[config.mk]
export PLATFORM = sky130hd
export DESIGN_NAME = csq_top
export DESIGN_NICKNAME = d
export VERILOG_FILES = /design/src/rtl/csq_pkg.sv /design/src/rtl/csq_pin_filter.sv /design/src/rtl/csq_resp_logic.sv /design/src/rtl/csq_top.sv
export SDC_FILE = /design/constraint.sdc
export NUM_CORES = 1
export LEC_CHECK = 0
export CAP_MARGIN = 10
export CORE_MARGIN = 2
export CORE_UTILIZATION = 46
export CTS_BUF_LIST = sky130_fd_sc_hd__clkbuf_4
export CTS_CLUSTER_SIZE = 24
export DETAILED_ROUTE_END_ITERATION = 10
export GPL_TIMING_DRIVEN = 0
export MAX_ROUTING_LAYER = met4
export PLACE_DENSITY = 0.74
export SYNTH_ARGS = -nofsm -noshare
export SYNTH_HDL_FRONTEND = slang
export SYNTH_SLANG_ARGS = --single-unit
[constraint.sdc]
create_clock -name clk -period 2.7 [get_ports clk]
set_input_delay 0.27 -clock clk [delete_from_list [all_inputs] [get_ports clk]]
set_output_delay 0.27 -clock clk [all_outputs]
set_load 0.1 [all_outputs]
[src/rtl/csq_pkg.sv]
package csq_pkg;
    typedef enum logic [1:0] {
        FLT_INIT    = 2'd0,
        FLT_STABLE  = 2'd1,
        FLT_QUALIFY = 2'd2
    } flt_state_e;

    localparam int REG_W    = 8;
    localparam int SYNC_LAT = 2;
endpackage

[src/rtl/csq_pin_filter.sv]
module csq_pin_filter
    import csq_pkg::*;
#(
    parameter int FILT_CYC = 8
) (
    input  logic clk,
    input  logic rst_n,
    input  logic pin_i,
    output logic level_o,
    output logic change_o
);
    localparam int RAW_W = $clog2(FILT_CYC + 1);
    localparam int CNT_W = (RAW_W < 2) ? 2 : RAW_W;
    localparam logic [CNT_W-1:0] LIMIT = CNT_W'(FILT_CYC - 1);
    localparam logic [CNT_W-1:0] INIT_LIM = CNT_W'(SYNC_LAT);

    logic       meta_q, sync_q;
    flt_state_e state_q, state_d;
    logic [CNT_W-1:0] cnt_q, cnt_d;
    logic       level_q, level_d;
    logic       change;

    always_ff @(posedge clk or negedge rst_n) begin
        if (!rst_n) begin
            meta_q <= 1'b0;
            sync_q <= 1'b0;
        end else begin
            meta_q <= pin_i;
            sync_q <= meta_q;
        end
    end

    always_ff @(posedge clk or negedge rst_n) begin
        if (!rst_n) begin
            state_q <= FLT_INIT;
            cnt_q   <= '0;
            level_q <= 1'b0;
        end else begin
            state_q <= state_d;
            cnt_q   <= cnt_d;
            level_q <= level_d;
        end
    end

    always_comb begin
        state_d = state_q;
        cnt_d   = cnt_q;
        level_d = level_q;
        change  = 1'b0;
        unique case (state_q)
            FLT_INIT: begin
                if (cnt_q == INIT_LIM) begin
                    level_d = sync_q;
                    cnt_d   = '0;
                    state_d = FLT_STABLE;
                end else begin
                    cnt_d = cnt_q + 1'b1;
                end
            end
            FLT_STABLE: begin
                if (sync_q != level_q) begin
                    cnt_d   = CNT_W'(1);
                    state_d = FLT_QUALIFY;
                end
            end
            FLT_QUALIFY: begin
                if (sync_q == level_q) begin
                    cnt_d   = '0;
                    state_d = FLT_STABLE;
                end else if (cnt_q == LIMIT) begin
                    level_d = sync_q;
                    change  = 1'b1;
                    cnt_d   = '0;
                    state_d = FLT_STABLE;
                end else begin
                    cnt_d = cnt_q + 1'b1;
                end
            end
            default: state_d = FLT_INIT;
        endcase
    end

    assign level_o  = level_q;
    assign change_o = change;

    AST_STABLE_HOLDS_LEVEL: assert property (@(posedge clk) disable iff (!rst_n)
        (state_q == FLT_STABLE) |=> $stable(level_q));
endmodule

[src/rtl/csq_resp_logic.sv]
module csq_resp_logic #(
    parameter int NUM_CH = 2
) (
    input  logic [NUM_CH-1:0] sig_i,
    input  logic [NUM_CH-1:0] pol_i,
    input  logic [NUM_CH-1:0] mask_i,
    input  logic              all_i,
    output logic              resp_o
);
    logic [NUM_CH-1:0] match;
    logic [NUM_CH-1:0] and_in;
    logic [NUM_CH-1:0] or_in;

    genvar g;
    generate
        for (g = 0; g < NUM_CH; g++) begin : g_ch
            assign match[g]  = (sig_i[g] == pol_i[g]);
            assign and_in[g] = match[g] | ~mask_i[g];
            assign or_in[g]  = match[g] & mask_i[g];
        end
    endgenerate

    assign resp_o = all_i ? (&and_in) : (|or_in);
endmodule

[src/rtl/csq_top.sv]
module csq_top
    import csq_pkg::*;
#(
    parameter int              NUM_CH     = 2,
    parameter int              FILT_CYC   = 8,
    parameter int              ADDR_W     = 16,
    parameter logic [ADDR_W-1:0] LATCH_ADDR = 16'h0221,
    parameter logic [ADDR_W-1:0] MASK_ADDR  = 16'h0222,
    parameter logic [ADDR_W-1:0] CTRL_ADDR  = 16'h0223
) (
    input  logic              clk,
    input  logic              rst_n,
    input  logic [NUM_CH-1:0] pin_i,
    input  logic [ADDR_W-1:0] reg_addr_i,
    input  logic [REG_W-1:0]  reg_wdata_i,
    input  logic              reg_we_i,
    input  logic              clr_latch_i,
    output logic [REG_W-1:0]  reg_rdata_o,
    output logic              resp_o
);
    localparam int SRC_BIT  = NUM_CH;
    localparam int COMB_BIT = NUM_CH + 1;
    localparam int CTRL_W   = NUM_CH + 2;

    logic [NUM_CH-1:0] level, change, latch_q;
    logic [NUM_CH-1:0] mask_q;
    logic [CTRL_W-1:0] ctrl_q;
    logic [NUM_CH-1:0] sig;

    genvar g;
    generate
        for (g = 0; g < NUM_CH; g++) begin : g_chan
            csq_pin_filter #(.FILT_CYC(FILT_CYC)) u_filt (
                .clk      (clk),
                .rst_n    (rst_n),
                .pin_i    (pin_i[g]),
                .level_o  (level[g]),
                .change_o (change[g])
            );

            always_ff @(posedge clk or negedge rst_n) begin
                if (!rst_n)              latch_q[g] <= 1'b0;
                else if (change[g])      latch_q[g] <= 1'b1;
                else if (clr_latch_i)    latch_q[g] <= 1'b0;
            end

            AST_LATCH_HOLD: assert property (@(posedge clk) disable iff (!rst_n)
                (latch_q[g] && !clr_latch_i) |=> latch_q[g]);
            AST_SET_WINS: assert property (@(posedge clk) disable iff (!rst_n)
                (change[g] && clr_latch_i) |=> latch_q[g]);
        end
    endgenerate

    always_ff @(posedge clk or negedge rst_n) begin
        if (!rst_n) begin
            mask_q <= '0;
            ctrl_q <= '0;
        end else if (reg_we_i) begin
            if (reg_addr_i == MASK_ADDR) mask_q <= reg_wdata_i[NUM_CH-1:0];
            if (reg_addr_i == CTRL_ADDR) ctrl_q <= reg_wdata_i[CTRL_W-1:0];
        end
    end

    always_comb begin
        reg_rdata_o = '0;
        if (reg_addr_i == LATCH_ADDR)     reg_rdata_o[NUM_CH-1:0] = latch_q;
        else if (reg_addr_i == MASK_ADDR) reg_rdata_o[NUM_CH-1:0] = mask_q;
        else if (reg_addr_i == CTRL_ADDR) reg_rdata_o[CTRL_W-1:0] = ctrl_q;
    end

    assign sig = ctrl_q[SRC_BIT] ? latch_q : level;

    csq_resp_logic #(.NUM_CH(NUM_CH)) u_resp (
        .sig_i  (sig),
        .pol_i  (ctrl_q[NUM_CH-1:0]),
        .mask_i (mask_q),
        .all_i  (ctrl_q[COMB_BIT]),
        .resp_o (resp_o)
    );

    AST_MASK_HIGH_ZERO: assert property (@(posedge clk) disable iff (!rst_n)
        (reg_addr_i == MASK_ADDR) |-> (reg_rdata_o[REG_W-1:NUM_CH] == '0));
    AST_CTRL_HIGH_ZERO: assert property (@(posedge clk) disable iff (!rst_n)
        (reg_addr_i == CTRL_ADDR) |-> (reg_rdata_o[REG_W-1:CTRL_W] == '0));
    AST_EMPTY_AND_TRUE: assert property (@(posedge clk) disable iff (!rst_n)
        (ctrl_q[COMB_BIT] && mask_q == '0) |-> resp_o);
    AST_EMPTY_OR_FALSE: assert property (@(posedge clk) disable iff (!rst_n)
        (!ctrl_q[COMB_BIT] && mask_q == '0) |-> !resp_o);
endmodule

==> metrics.txt, run 1 <==
CTS max path bufs=2; final net count=246; Pwr Density=818 nW/um2; final worst slack=194 ps; io pins=39; Post-Synth XOR/XNOR Area=2.48%; initial antenna violation count=0; Worst Path Required=2430 ps; Post-synth EDFFs=0; drt wl/cell=13.5 um; GPL Wtd Cong=0.923; DRC=0; CP peak stage delay=860 ps; DRT iter0 DRCs=39; number of gates resized after CTS=5; Layout area overhead=25.0%; Yosys warnings=0; R2R Path Start=g_chan[1].u_filt.cnt_q[0]; CP Launch Type=input port; Post-Route WL=3400 um; Num CTS Buffers=3; setup skew after layout=10.8 ps; simple-gate portion of the synthesized area=18.4%; H-tree depth=1; hpwl dp=2570 um; Setup TNS=0 ps; Seq/Total Area, Yosys=37.9%; ant diodes=0; syn_area_per_cell=10.4 um2; fmax=399 MHz; Max-Cap Viols=0; nature of the critical path endpoint=output pin; fraction of layout cells with a size suffix above 1=11.8%; synthesized flop and latch total=26; crit-path max FO=3; IO Port Bufs=30; Crit-path slowest cell=dlygate4sd2_1; Setup WS pre-CTS=-112 ps; post-synthesis adder-cell area fraction=8.74%; Final Max Tran Viols=0; TritonRoute pass-1 iters=4; leakage=0.979 nW; r2r setup slk=870 ps; row count=22; worst rel slew slack=36.5%; peak supply drop=0.318 mV; Worst-path clk slew=150 ps; outcome=finished clean; post-synth cell types=49; largest net degree at the start of global routing=27; worst skew pair latency=320 ps; Synth Flop Type=dfrtp_1; vias in the first global route=1306; WP data arrival=2240 ps; CP bufs+invs=2; post-synthesis mux area share=7.87%; die area=4240 um2; Design Power=1.76 mW; first-pass GRT wire length=5610 um; RSZ-0062 raised after global routing=no; Die H=65.1 um; commonest non-fill, non-tap cell in the layout=dfrtp_1; Synth async-reset ratio=100%; CP top delay family=buffers and inverters; post-route ant nets=0; postcts setup bufs=0; crit path cell chain=clkdlybuf4s50_1, nor4b_2, nand4_1, nor2_1, dlygate4sd2_1; Setup violations, final=0; core outline area=3630 um2; period utilization=92.8%; Post-Syn Area=1720 um2; critical path type=in2out; most frequent cells in the layout=dfrtp_1 (26), clkdlybuf4s50_1 (25), inv_1 (15), ha_1 (12); final hold viol count=0; reg2reg path depth=6; Worst-Margin Slew=956 ps; Hold WS=309 ps; Synth Area in Compound Gates=19.4%; clock root cell=clkbuf_4; final core occ=59.1%; Vias per Instance=5.57; die width=65.1 um; hold crit path type=in2async; gate count of the mapped netlist=165; CTS tree=done; largest family of logic cells by synthesized area=compound AO/OA/AOI/OAI gates; gr ovfl total=0; Tmin final=2510 ps; Tot GR Track Use=17.1%; Via Count=1399; CTS hold repair buffers=0; initial core utilization=47.3%; Clock Sinks=26; reg2reg end=g_chan[1].u_filt.cnt_q[3]
==> registers in the layout, indices dropped and copies added, names as in the netlist <==
| register | flops |
|---|---|
| g_chan.u_filt.cnt_q | 8 |
| ctrl_q | 4 |
| g_chan.u_filt.state_q | 4 |
| g_chan.u_filt.level_o | 2 |
| g_chan.u_filt.meta_q | 2 |
| g_chan.u_filt.sync_q | 2 |
| latch_q | 2 |
| mask_q | 2 |
==> worst max-delay path by stage <==
stage | start | endpoint | slack (ps) | cells past startpoint
3_3_place_gp | reg_addr_i[6] | reg_rdata_o[0] | -60 | 5
3_5_place_dp | reg_addr_i[6] | reg_rdata_o[0] | -110 | 5
4_1_cts | ctrl_q[2] | resp_o | 10 | 5
6_report | reg_addr_i[6] | reg_rdata_o[0] | 190 | 5
2_1_floorplan | ctrl_q[2] | resp_o | 50 | 4
5_1_grt | reg_addr_i[6] | reg_rdata_o[0] | 70 | 5
==> per-layer routing <==
metal | vias to the layer above | global-route usage [%] | share of wire [%] | wire, um
met3 | 4 | 2.57 | 7.4 | 250
met5 | - | - | 0 | 0
li1 | 684 | - | - | -
met4 | 0 | 6.25 | 1.7 | 57
met1 | 667 | 19.9 | 41 | 1400
met2 | 44 | 30.3 | 50 | 1680
==> cells in the mapped netlist (3+ instances only) <==
cell type   n  area share [%]
a21o_1      3             1.3
a21oi_1     8             2.3
a22oi_1     4             1.7
a31oi_1     3             1.1
buf_4       4             1.7
dfrtp_1    26              38
ha_1       12             8.7
inv_1      15             3.3
mux2_1      4             2.6
mux2_4      4             3.5
mux2i_1     3             1.7
nand2_1    10             2.2
nand3_1     3            0.87
nor2_1     10             2.2
nor3b_1     4             1.7
o22ai_1     4             1.5
==> metrics by stage <==
step           cells  cell area (um2)
6_report         251             2150
5_1_grt          251             2150
4_1_cts          250             2140
3_5_place_dp     246             2090
3_3_place_gp     246             2090
2_1_floorplan    168             1730
==> cell families (layout without fill, tap and decap cells) <==
logic type	count (synthesis)	after routing
AO/OA/AOI/OAI	44	44
XOR/XNOR	4	4
adder cells (fa/ha/maj)	12	12
buffers and inverters	19	54
flip-flops	26	26
multiplexers	11	11
other	1	4
AND/OR/NAND/NOR	48	48
==> layout make-up <==
type,instances,area [um2]
Fill cell,303,1490
Sequential cell,26,651
Inverter,15,56.3
Clock buffer,3,22.5
Multi-Input combinational cell,123,992
Tap cell,48,60.1
Buffer,4,30.0
Clock inverter,1,30.0
Timing Repair Buffer,31,305
==> power by group <==
group	total [mW]	internal [mW]	leakage, nW	switching [mW]
Clock	0.268	0.150	0.0279	0.118
Combinational	0.899	0.403	0.613	0.496
Sequential	0.589	0.484	0.338	0.105
Total	1.76	1.04	0.979	0.719
==> worst register-to-register path: stages (launching register included) <==
cell and delay (ps):
dfrtp_1 450, inv_1 100, ha_1 170, or3b_1 370, nor2_1 300, a2111oi_2 60
a211o_1 280
No activity file was read; power rests on OpenSTA's default activity.
==> run 2: changes to the inputs <==
Clock period 2.7 ns to 3.1 ns, I/O delays scaled along.
==> metrics.txt, run 2 (same netlist as run 1, synthesis figures left out) <==
Vias per Instance=5.57; flip-flop count of the largest register after layout=8; core outline area=3630 um2; R2R Path Start=g_chan[1].u_filt.cnt_q[0]; hpwl dp=2570 um; crit-path max FO=3; critical path type=in2out; Layout area overhead=25.7%; WP data arrival=2560 ps; Worst Path Required=2790 ps; number of gates resized after CTS=0; met3 Use GR=2.57%; period utilization=92.6%; H-tree depth=1; Tmin final=2870 ps; Worst-Margin Slew=965 ps; fill count=302; vias in the first global route=1306; RSZ-0062 raised after global routing=no; TritonRoute pass-1 iters=4; Via Count=1399; nature of the critical path endpoint=output pin; Reg area=651 um2; Pwr Density=708 nW/um2; Final Max Tran Viols=0; io pins=39; final hold viol count=0; drt wl/cell=13.5 um; met2 Usage GRT=30.3%; most frequent cells in the layout=clkdlybuf4s50_1 (29), dfrtp_1 (26), inv_1 (15), ha_1 (12); hold crit path type=in2async; Num CTS Buffers=3; Hold WS=349 ps; Setup TNS=0 ps; CP startpoint=reg_addr_i[6]; gr ovfl total=0; initial antenna violation count=0; Worst-path clk slew=150 ps; clock root cell=clkbuf_4; reg2reg path depth=6; die area=4240 um2; outcome=finished clean; CTS hold repair buffers=0; first-pass GRT wire length=5610 um; ant diodes=0; fraction of layout cells with a size suffix above 1=11.3%; Most flops, register=g_chan.u_filt.cnt_q; final net count=246; post-route ant nets=0; largest net degree at the start of global routing=27; DRC=0; commonest non-fill, non-tap cell in the layout=clkdlybuf4s50_1; fmax=348 MHz; die width=65.1 um; leakage=0.977 nW; Setup WS pre-CTS=208 ps; Setup violations, final=0; peak supply drop=0.277 mV; area occupied by multi-input gates=992 um2; Clock Sinks=26; initial core utilization=47.3%; GPL Wtd Cong=0.923; worst rel slew slack=35.5%; Tot GR Track Use=17.1%; DRT iter0 DRCs=39; CP Launch Type=input port; Die H=65.1 um; setup skew after layout=10.8 ps; CTS tree=done; final worst slack=228 ps; worst skew pair latency=320 ps; busiest metal layer after global routing=met2; Max-Cap Viols=0; row count=22; Largest regs=g_chan.u_filt.cnt_q x8, ctrl_q x4, g_chan.u_filt.state_q x4; GRT met1 Usage=19.9%; reg2reg end=g_chan[1].u_filt.cnt_q[3]; Post-Route WL=3400 um; r2r setup slk=1270 ps; IO Port Bufs=30; postcts setup bufs=0; CTS max path bufs=2
-- run 2: cell types whose count changed in the layout (fill, tap and decap cells not counted), sizes merged --
cell,before,now
clkbuf,4,3
clkdlybuf4s50,25,29
dlygate4sd2,4,0
dlymetal6s2s,0,1
-- run 2: critical path, cell delays in order --
cell	delay (ps)
clkdlybuf4s50_1	410
nor4b_2	370
nand4_1	170
nor2_1	150
clkdlybuf4s50_1	1140
-- run 2: through the flow --
step                      cells  power (mW)  area [um2]  utilization [%]
final                       251        1.53        2160             59.4
after global routing        251        1.66        2160             59.4
after detailed placement    246        1.29        2090             57.5
after floorplan             168        1.12        1730                -
after CTS                   250        1.54        2140             59.0
after global placement      246        1.25        2090             57.5
-- run 2: cell type report --
class,count,area share [%]
plain buffers,4,1.39
clock buffers,3,1.04
clock inverters,1,1.39
inverters,15,2.61
multi-input cells,123,45.9
flip-flops and latches,26,30.1
well taps,48,2.78
repair buffers,31,14.7
-- run 2: how the worst max path moves through the flow --
| stage | end | slack [ps] | cells past startpoint |
|---|---|---|---|
| 3_5_place_dp | reg_rdata_o[0] | 210 | 5 |
| 6_report | reg_rdata_o[0] | 230 | 5 |
| 4_1_cts | resp_o | 80 | 5 |
| 3_3_place_gp | reg_rdata_o[0] | 260 | 5 |
| 2_1_floorplan | resp_o | 410 | 4 |
| 5_1_grt | reg_rdata_o[0] | 100 | 5 |
-- run 2: metal layers --
layer | up-vias | part of all wire (%)
met5 | - | 0
met3 | 4 | 7.3
met1 | 667 | 41
met4 | 0 | 1.7
met2 | 44 | 50
li1 | 684 | -
-- run 2: where the power goes --
| group | total (mW) | internal, mW | switching, mW |
|---|---|---|---|
| Clock | 0.233 | 0.131 | 0.103 |
| Sequential | 0.513 | 0.421 | 0.0918 |
| Combinational | 0.783 | 0.351 | 0.432 |
